<file path="config.mk">
export PLATFORM = sky130hd
export DESIGN_NAME = ls_addr_gen
export DESIGN_NICKNAME = d
export VERILOG_FILES = /design/src/rtl/ls_addr_pkg.sv /design/src/rtl/ls_rst_sync.sv /design/src/rtl/ls_offset_sel.sv /design/src/rtl/ls_addr_add.sv /design/src/rtl/ls_out_reg.sv /design/src/rtl/ls_addr_gen.sv
export SDC_FILE = /design/constraint.sdc
export NUM_CORES = 1
export LEC_CHECK = 0
export BUFFER_PORTS_ARGS = -buffer_cell sky130_fd_sc_hd__buf_2
export CAP_MARGIN = 20
export CORE_ASPECT_RATIO = 0.75
export CORE_MARGIN = 2
export CORE_UTILIZATION = 59
export DETAILED_ROUTE_END_ITERATION = 8
export MAX_ROUTING_LAYER = met4
export PLACE_DENSITY = 0.83
export SYNTH_ARGS = -nofsm -noshare
export SYNTH_HDL_FRONTEND = slang
export SYNTH_SLANG_ARGS = --single-unit
</file>
<file path="constraint.sdc">
create_clock -name clk -period 3.55 [get_ports clk]
set_input_delay 0.1775 -clock clk [delete_from_list [all_inputs] [get_ports clk]]
set_output_delay 0.1775 -clock clk [all_outputs]
set_load 0.005 [all_outputs]
</file>
<file path="src/rtl/ls_addr_pkg.sv">
package ls_addr_pkg;
  localparam int unsigned ADDR_W = 32;

  // Offset source selection
  typedef enum logic [1:0] {
    OFS_IMM     = 2'd0,
    OFS_REG     = 2'd1,
    OFS_SCL     = 2'd2,
    OFS_SCL_ALT = 2'd3
  } ofs_mode_e;
endpackage

</file>
<file path="src/rtl/ls_rst_sync.sv">
module ls_rst_sync #(
  parameter int unsigned STAGES = 2
) (
  input  logic clk,
  input  logic rst_n,
  output logic srst_n
);
  logic [STAGES-1:0] sync_q;
  logic [STAGES-1:0] sync_d;

  always_comb begin
    sync_d = {sync_q[STAGES-2:0], 1'b1};
  end

  always_ff @(posedge clk or negedge rst_n) begin
    if (!rst_n) sync_q <= '0;
    else        sync_q <= sync_d;
  end

  assign srst_n = sync_q[STAGES-1];
endmodule

</file>
<file path="src/rtl/ls_offset_sel.sv">
module ls_offset_sel
  import ls_addr_pkg::*;
#(
  parameter int unsigned AW    = ADDR_W,
  parameter int unsigned IMM_W = 12,
  parameter int unsigned SH_W  = $clog2(AW)
) (
  input  logic [1:0]       mode,
  input  logic [IMM_W-1:0] imm,
  input  logic [AW-1:0]    idx,
  input  logic [SH_W-1:0]  shamt,
  output logic [AW-1:0]    off
);
  logic [AW-1:0] imm_ext;

  generate
    if (IMM_W < AW) begin : g_imm_pad
      assign imm_ext = {{(AW-IMM_W){1'b0}}, imm};
    end else begin : g_imm_trim
      assign imm_ext = imm[AW-1:0];
    end
  endgenerate

  always_comb begin
    unique case (ofs_mode_e'(mode))
      OFS_IMM:     off = imm_ext;
      OFS_REG:     off = idx;
      OFS_SCL,
      OFS_SCL_ALT: off = idx << shamt;
      default:     off = idx << shamt;
    endcase
  end
endmodule

</file>
<file path="src/rtl/ls_addr_add.sv">
module ls_addr_add #(
  parameter int unsigned AW = 32
) (
  input  logic [AW-1:0] base,
  input  logic [AW-1:0] off,
  input  logic          sub,
  input  logic          pre,
  input  logic          wb,
  output logic [AW-1:0] addr,
  output logic [AW-1:0] nbase,
  output logic          we
);
  logic [AW-1:0] moved;

  // Single adder; subtraction by two's complement of the offset
  always_comb begin
    moved = base + (sub ? (~off + {{(AW-1){1'b0}}, 1'b1}) : off);
  end

  always_comb begin
    if (pre) begin
      addr  = moved;
      we    = wb;
      nbase = wb ? moved : base;
    end else begin
      addr  = base;
      we    = 1'b1;
      nbase = moved;
    end
  end
endmodule

</file>
<file path="src/rtl/ls_out_reg.sv">
module ls_out_reg #(
  parameter int unsigned AW = 32
) (
  input  logic          clk,
  input  logic          srst_n,
  input  logic          load,
  input  logic [AW-1:0] addr_d,
  input  logic [AW-1:0] nbase_d,
  input  logic          we_d,
  output logic          req_q,
  output logic [AW-1:0] addr_q,
  output logic [AW-1:0] nbase_q,
  output logic          we_q
);
  logic          req_n;
  logic          we_n;
  logic [AW-1:0] addr_n;
  logic [AW-1:0] nbase_n;

  always_comb begin
    req_n   = load;
    we_n    = load & we_d;
    addr_n  = load ? addr_d  : addr_q;
    nbase_n = load ? nbase_d : nbase_q;
  end

  always_ff @(posedge clk or negedge srst_n) begin
    if (!srst_n) begin
      req_q   <= 1'b0;
      we_q    <= 1'b0;
      addr_q  <= '0;
      nbase_q <= '0;
    end else begin
      req_q   <= req_n;
      we_q    <= we_n;
      addr_q  <= addr_n;
      nbase_q <= nbase_n;
    end
  end
endmodule

</file>
<file path="src/rtl/ls_addr_gen.sv">
module ls_addr_gen
  import ls_addr_pkg::*;
#(
  parameter int unsigned AW    = ADDR_W,
  parameter int unsigned IMM_W = 12,
  parameter int unsigned SH_W  = $clog2(AW)
) (
  input  logic             clk,
  input  logic             rst_n,
  input  logic             req_valid,
  input  logic [AW-1:0]    base_val,
  input  logic [IMM_W-1:0] imm_off,
  input  logic [AW-1:0]    idx_val,
  input  logic [SH_W-1:0]  shamt,
  input  logic             sub_sel,
  input  logic             pre_sel,
  input  logic             wb_req,
  input  logic [1:0]       ofs_mode,
  output logic             mem_req,
  output logic [AW-1:0]    mem_addr,
  output logic [AW-1:0]    base_new,
  output logic             base_we
);
  logic          srst_n;
  logic [AW-1:0] off_w;
  logic [AW-1:0] addr_w;
  logic [AW-1:0] nbase_w;
  logic          we_w;

  ls_rst_sync #(.STAGES(2)) u_rst (
    .clk    (clk),
    .rst_n  (rst_n),
    .srst_n (srst_n)
  );

  ls_offset_sel #(.AW(AW), .IMM_W(IMM_W), .SH_W(SH_W)) u_ofs (
    .mode  (ofs_mode),
    .imm   (imm_off),
    .idx   (idx_val),
    .shamt (shamt),
    .off   (off_w)
  );

  ls_addr_add #(.AW(AW)) u_add (
    .base  (base_val),
    .off   (off_w),
    .sub   (sub_sel),
    .pre   (pre_sel),
    .wb    (wb_req),
    .addr  (addr_w),
    .nbase (nbase_w),
    .we    (we_w)
  );

  ls_out_reg #(.AW(AW)) u_reg (
    .clk     (clk),
    .srst_n  (srst_n),
    .load    (req_valid),
    .addr_d  (addr_w),
    .nbase_d (nbase_w),
    .we_d    (we_w),
    .req_q   (mem_req),
    .addr_q  (mem_addr),
    .nbase_q (base_new),
    .we_q    (base_we)
  );
endmodule


</file>
==> summary.md, run 1 <==
| Metric | Value |
|---|---|
| H-tree Lvls | 3 |
| Err | [ERROR DPL-0038] Utilization greater than 100%, impossible to legalize |
| RD Place Congestion | 1.02 |
| Synth Warn # | 0 |
| Clock root cell | clkbuf_16 |
| Most frequent cell after synthesis | nand2_1 |
| Failed at | 5_1_grt |
| Clk buf depth | 2 |
| Clock sink total | 68 |
| Commonest cells in the netlist | 110 x nand2_1, 94 x nor2_1, 75 x mux2i_1, 74 x a21oi_1, 68 x dfrtp_1 |
| Worst endpoint, post-GRT repair | u_reg.nbase_q[30]$_DFFE_PN0P_/D |
| CTS buffer count | 9 |
| Avg Cell Area, Syn | 8.57 um2 |
| Row count | 36 |
| DP HPWL | 24300 um |
| Post-synth net total | 1063 |
| Worst ep type | register data pin |
| Area contributors post-synth | dfrtp_1 21%, mux2i_1 9.4%, mux4_2 8.4% |
| Largest net degree at the start of global routing | 91 |
| Share of the synthesized area in the top cell type | 21.2% |
| Post-synth EDFFs | 0 |
| IO Port Bufs | 154 |
| Post-synthesis sequential area ratio | 21.2% |
| Die Y | 105 um |
| Cells after Synth | 935 |
| Initial Utilization | 61.1% |
| Yosys top cell by area | dfrtp_1 |
| Number of distinct library cells after synthesis | 85 |
| Post-synthesis instance area | 8010 um2 |
| Status | did not finish |
| I/O pin count | 155 |
| Main flop type after synthesis | dfrtp_1 |
| Die W | 139 um |
| FFs w/ async S/R, synth | 100% |
| #FFs+latches synth | 68 |
## logic make-up after synthesis
group,Yosys count,share of synthesized area [%]
AND/OR/NAND/NOR,303,17.8
buffers and inverters,81,5.30
adder cells (fa/ha/maj),39,6.19
AO/OA/AOI/OAI,258,20.7
flip-flops,68,21.2
XOR/XNOR,59,6.62
multiplexers,126,22.1
other,1,0.0468
## timing repair
item                                   CTS
pin swaps                               85
setup endpoints to repair               48
endpoints found under the hold margin    2
hold buffers                             1
buffers inserted                        30
cloned                                   0
resized for setup                      132
## stage by stage
stage               instance area, um2  instances  setup slack [ns]  utilization [%]  setup TNS, ns
CTS                              12100       1536            -0.643             92.3         -16.37
detailed placement               11000       1492             -1.31             84.0         -45.58
global placement                 11000       1492             -1.13             84.0         -37.78
floorplan                         8180        935            -0.796                -         -14.86
==> run 2, diff against run 1 <==
Settings changed: CORE_ASPECT_RATIO 0.75 to default, CORE_UTILIZATION 59 to 40, MAX_ROUTING_LAYER met4 to default, PLACE_DENSITY 0.83 to default, PLACE_DENSITY_LB_ADDON from default to 0.15.
==> run 2 against run 1 <==
Against the previous run:
- the flow now finishes, with violations (setup timing)
- synthesized cell count stayed put
- synthesized area stayed put
==> summary.md, run 2 <==
| Metric | Value |
|---|---|
| CTS buffer count | 9 (unchanged) |
| Slew Limit Fails | 0 |
| Regs by FF count | u_reg.addr_q (32), u_reg.nbase_q (32), u_rst.sync_q (2) |
| Count of final hold-check violations | 0 |
| Layout Nets | 1511 |
| DP HPWL | 22600 um (-6.9%) |
| Die W | 146 um (+5.0%) |
| Depth of the most critical reg-to-reg path | 1 |
| Cells after Synth | 935 (unchanged) |
| Fillers | 1713 |
| Area contributors post-synth | dfrtp_1 21%, mux2i_1 9.4%, mux4_2 8.4% |
| Pint | 2.90 mW |
| Most frequent cells in the layout | 322 x buf_4, 150 x buf_2, 106 x nand2_1 |
| Skew final | 0.00661 ns |
| DRT Pass-1 Iters | 5 |
| CORE AREA | 19500 um2 |
| N_diodes | 0 |
| Multi-input combinational cell area | 6680 um2 |
| Hold Path Stages | 3 |
| Antenna violations before repair | 0 |
| FMAX | 231 MHz |
| Net Sw Power | 1.81 mW |
| Final Cycle Share | 122% |
| Share of the synthesized area in the top cell type | 21.2% (unchanged) |
| Row count | 51 (+42%) |
| Initial DRC count | 493 |
| Worst setup path endpoint | u_reg.nbase_q[30] |
| IO Port Bufs | 154 (unchanged) |
| Sw Ratio | 38.4% |
| Crit path launch type | primary input |
| Slew @ Worst Pin | 0.850 ns |
| Violations in the final reports | setup timing |
| Status | finished with violations |
| DRC viols | 0 |
| Sequential power share | 22.6% |
| Commonest cells in the netlist | 110 x nand2_1, 94 x nor2_1, 75 x mux2i_1, 74 x a21oi_1, 68 x dfrtp_1 |
| Clock root cell | clkbuf_16 |
| Final core occ | 64.4% |
| Antenna-violating nets left | 0 |
| Yosys top cell by area | dfrtp_1 |
| Clock group share of total power | 18.0% |
| CTS tree | built |
| Routed wire length | 29200 um |
| Worst min path class | in -> reg |
| Worst Setup Path Type | in -> reg |
| Final min period | 4.33 ns |
| RD Place Congestion | 0.939 (-8.3%) |
| Initial Utilization | 41.0% (-20 points) |
| Reg2Reg Setup Slack | 2.55 ns |
| Number of distinct library cells after synthesis | 85 (unchanged) |
| Clock Latency Late Sink | 0.34 ns |
| Clk buf depth | 2 (unchanged) |
| Crit path launch | shamt[1] |
| #FFs+latches synth | 68 (unchanged) |
| Slew headroom | 43.3% |
| Vias in the first global route | 9037 |
| H-tree Lvls | 3 (unchanged) |
| Largest net degree at the start of global routing | 83 |
| All-Layer GR Usage | 27.3% |
| Overflow after GRT | 0 |
| Placed cell count | 1596 (+7.0%) |
| Worst r2r dst | u_reg.addr_q[0] |
| RSZ-0062 raised after global routing | true |
| Leakage | 5.94 nW |
| Post-synthesis instance area | 8010 um2 (unchanged) |
| FFs w/ async S/R, synth | 100% (unchanged) |
| Vias | 9068 |
| Clock sink total | 68 (unchanged) |
| R2R Path Start | u_rst.sync_q[1] |
| First-pass GRT wire length | 47000 um |
| Die ar. | 21200 um2 |
| Required @ worst endpoint | 3.78 ns |
| Most frequent cell after synthesis | nand2_1 |
| Storage cell area | 1700 um2 |
| VDD IR max | 228 uV |
| Non-Filler Instances | 1653 |
| Max-Cap Viols | 0 |
| Die Y | 146 um (+39%) |
| Power consumption | 4.71 mW |
| Main flop type after synthesis | dfrtp_1 |
| Avg Cell Area, Syn | 8.57 um2 (unchanged) |
| Power density over the cells | 374 nW/um2 |
| Synth-to-Final Area Change | 57.1% |
| Most common cell after layout, fill and taps aside | buf_4 |
| Via/cell ratio | 5.49 |
| Crit-path max FO | 7 |
| Arr. time, crit path | 4.56 ns |
| Post-synthesis sequential area ratio | 21.2% (unchanged) |
| Post-synth EDFFs | 0 (unchanged) |
| DR WL/cell | 17.7 um |
| Clk pin slew, worst setup/hold paths | 0.06 ns |
| Crit path capture type | register |
| I/O pin count | 155 (unchanged) |
| Share of layout cells above drive strength 1 | 51.1% |
| Post-synth net total | 1063 (unchanged) |
| Comb power frac | 59.3% |
| Synth Warn # | 0 (unchanged) |
| Slack of the critical path | -0.784 ns |
| Final setup fails | 39 |
[run 2: cell counts after synthesis]
No cell type changed its count.
[run 2: logic make-up (layout without fill, tap and decap cells)]
kind of cell             after synthesis  in the layout  share of synthesized area (%)
AO/OA/AOI/OAI                        258            258                           20.7
XOR/XNOR                              59             59                           6.62
adder cells (fa/ha/maj)               39             39                           6.19
buffers and inverters                 81            534                           5.30
flip-flops                            68             68                           21.2
multiplexers                         126            126                           22.1
other                                  1              1                         0.0468
AND/OR/NAND/NOR                      303            303                           17.8
[run 2: worst max-delay path, stage by stage]
cell,delay (ns)
buf_12,0.09
buf_8,0.12
buf_6,0.09
mux4_2,0.55
nor2_2,0.15
nand3_2,0.11
a211oi_2,0.28
nand4_1,0.19
or2_4,0.32
or3_4,0.40
o21ai_2,0.14
xor2_1,0.16
ha_1,0.28
a21o_1,0.21
a211oi_2,0.25
nand3_2,0.20
a21oi_4,0.21
a21oi_2,0.09
and4b_1,0.19
or3_1,0.33
[run 2: power by group through the flow]
stage	registers [mW]	logic [mW]	clock network, mW
after floorplan	1.10	1.28	0
after global placement	1.07	2.36	0
after detailed placement	1.08	2.38	0
after CTS	1.07	2.59	0.877
after global routing	1.09	3.03	0.908
final	1.07	2.79	0.850
[run 2: worst min path at each step]
stage                            from          endpoint  slack, ns
after CTS                 base_val[3]  u_reg.nbase_q[3]        0.1
after detailed placement        rst_n   u_rst.sync_q[0]      -0.04
after global routing      base_val[9]  u_reg.nbase_q[9]       0.11
after global placement          rst_n   u_rst.sync_q[0]      -0.04
after floorplan                 rst_n   u_rst.sync_q[0]      -0.12
final                     base_val[3]  u_reg.nbase_q[3]       0.11
[run 2: layer usage]
metal,wire (um),vias up,global-route usage [%]
met3,1370,52,3.73
met1,12500,4375,35.0
li1,-,4359,-
met4,779,0,7.84
met2,14600,282,48.2
met5,0,-,0
[run 2: final cells by class]
| cell class | instances | area share (%) |
|---|---|---|
| tap | 265 | 2.63 |
| inverter | 19 | 0.567 |
| timing repair buffer | 499 | 28.0 |
| clock inverter | 7 | 0.408 |
| clock buffer | 9 | 1.79 |
| sequential | 68 | 13.5 |
| multi-input combinational | 786 | 53.1 |
[run 2: through the flow]
stage                     hold slack (ns)  cell area, um2  setup TNS, ns  worst slack [ns]
after global routing                0.114           12600         -24.56            -0.943
after floorplan                    -0.118            8180         -14.86            -0.796
after CTS                          0.0999           12100         -13.20            -0.635
after detailed placement          -0.0358           11200         -43.27             -1.38
after global placement            -0.0378           11200         -41.41             -1.33
final                               0.110           12600         -16.29            -0.784
[run 2: repair_timing]
action	4_1_cts	5_1_grt
hold buffers	1	0
gates resized for setup	102	61
endpoints found under the hold margin	2	0
gates cloned	0	0
endpoints found under the setup margin	45	48
setup buffers	27	19
pin swaps	90	81
(Power assumes the default switching activity.)
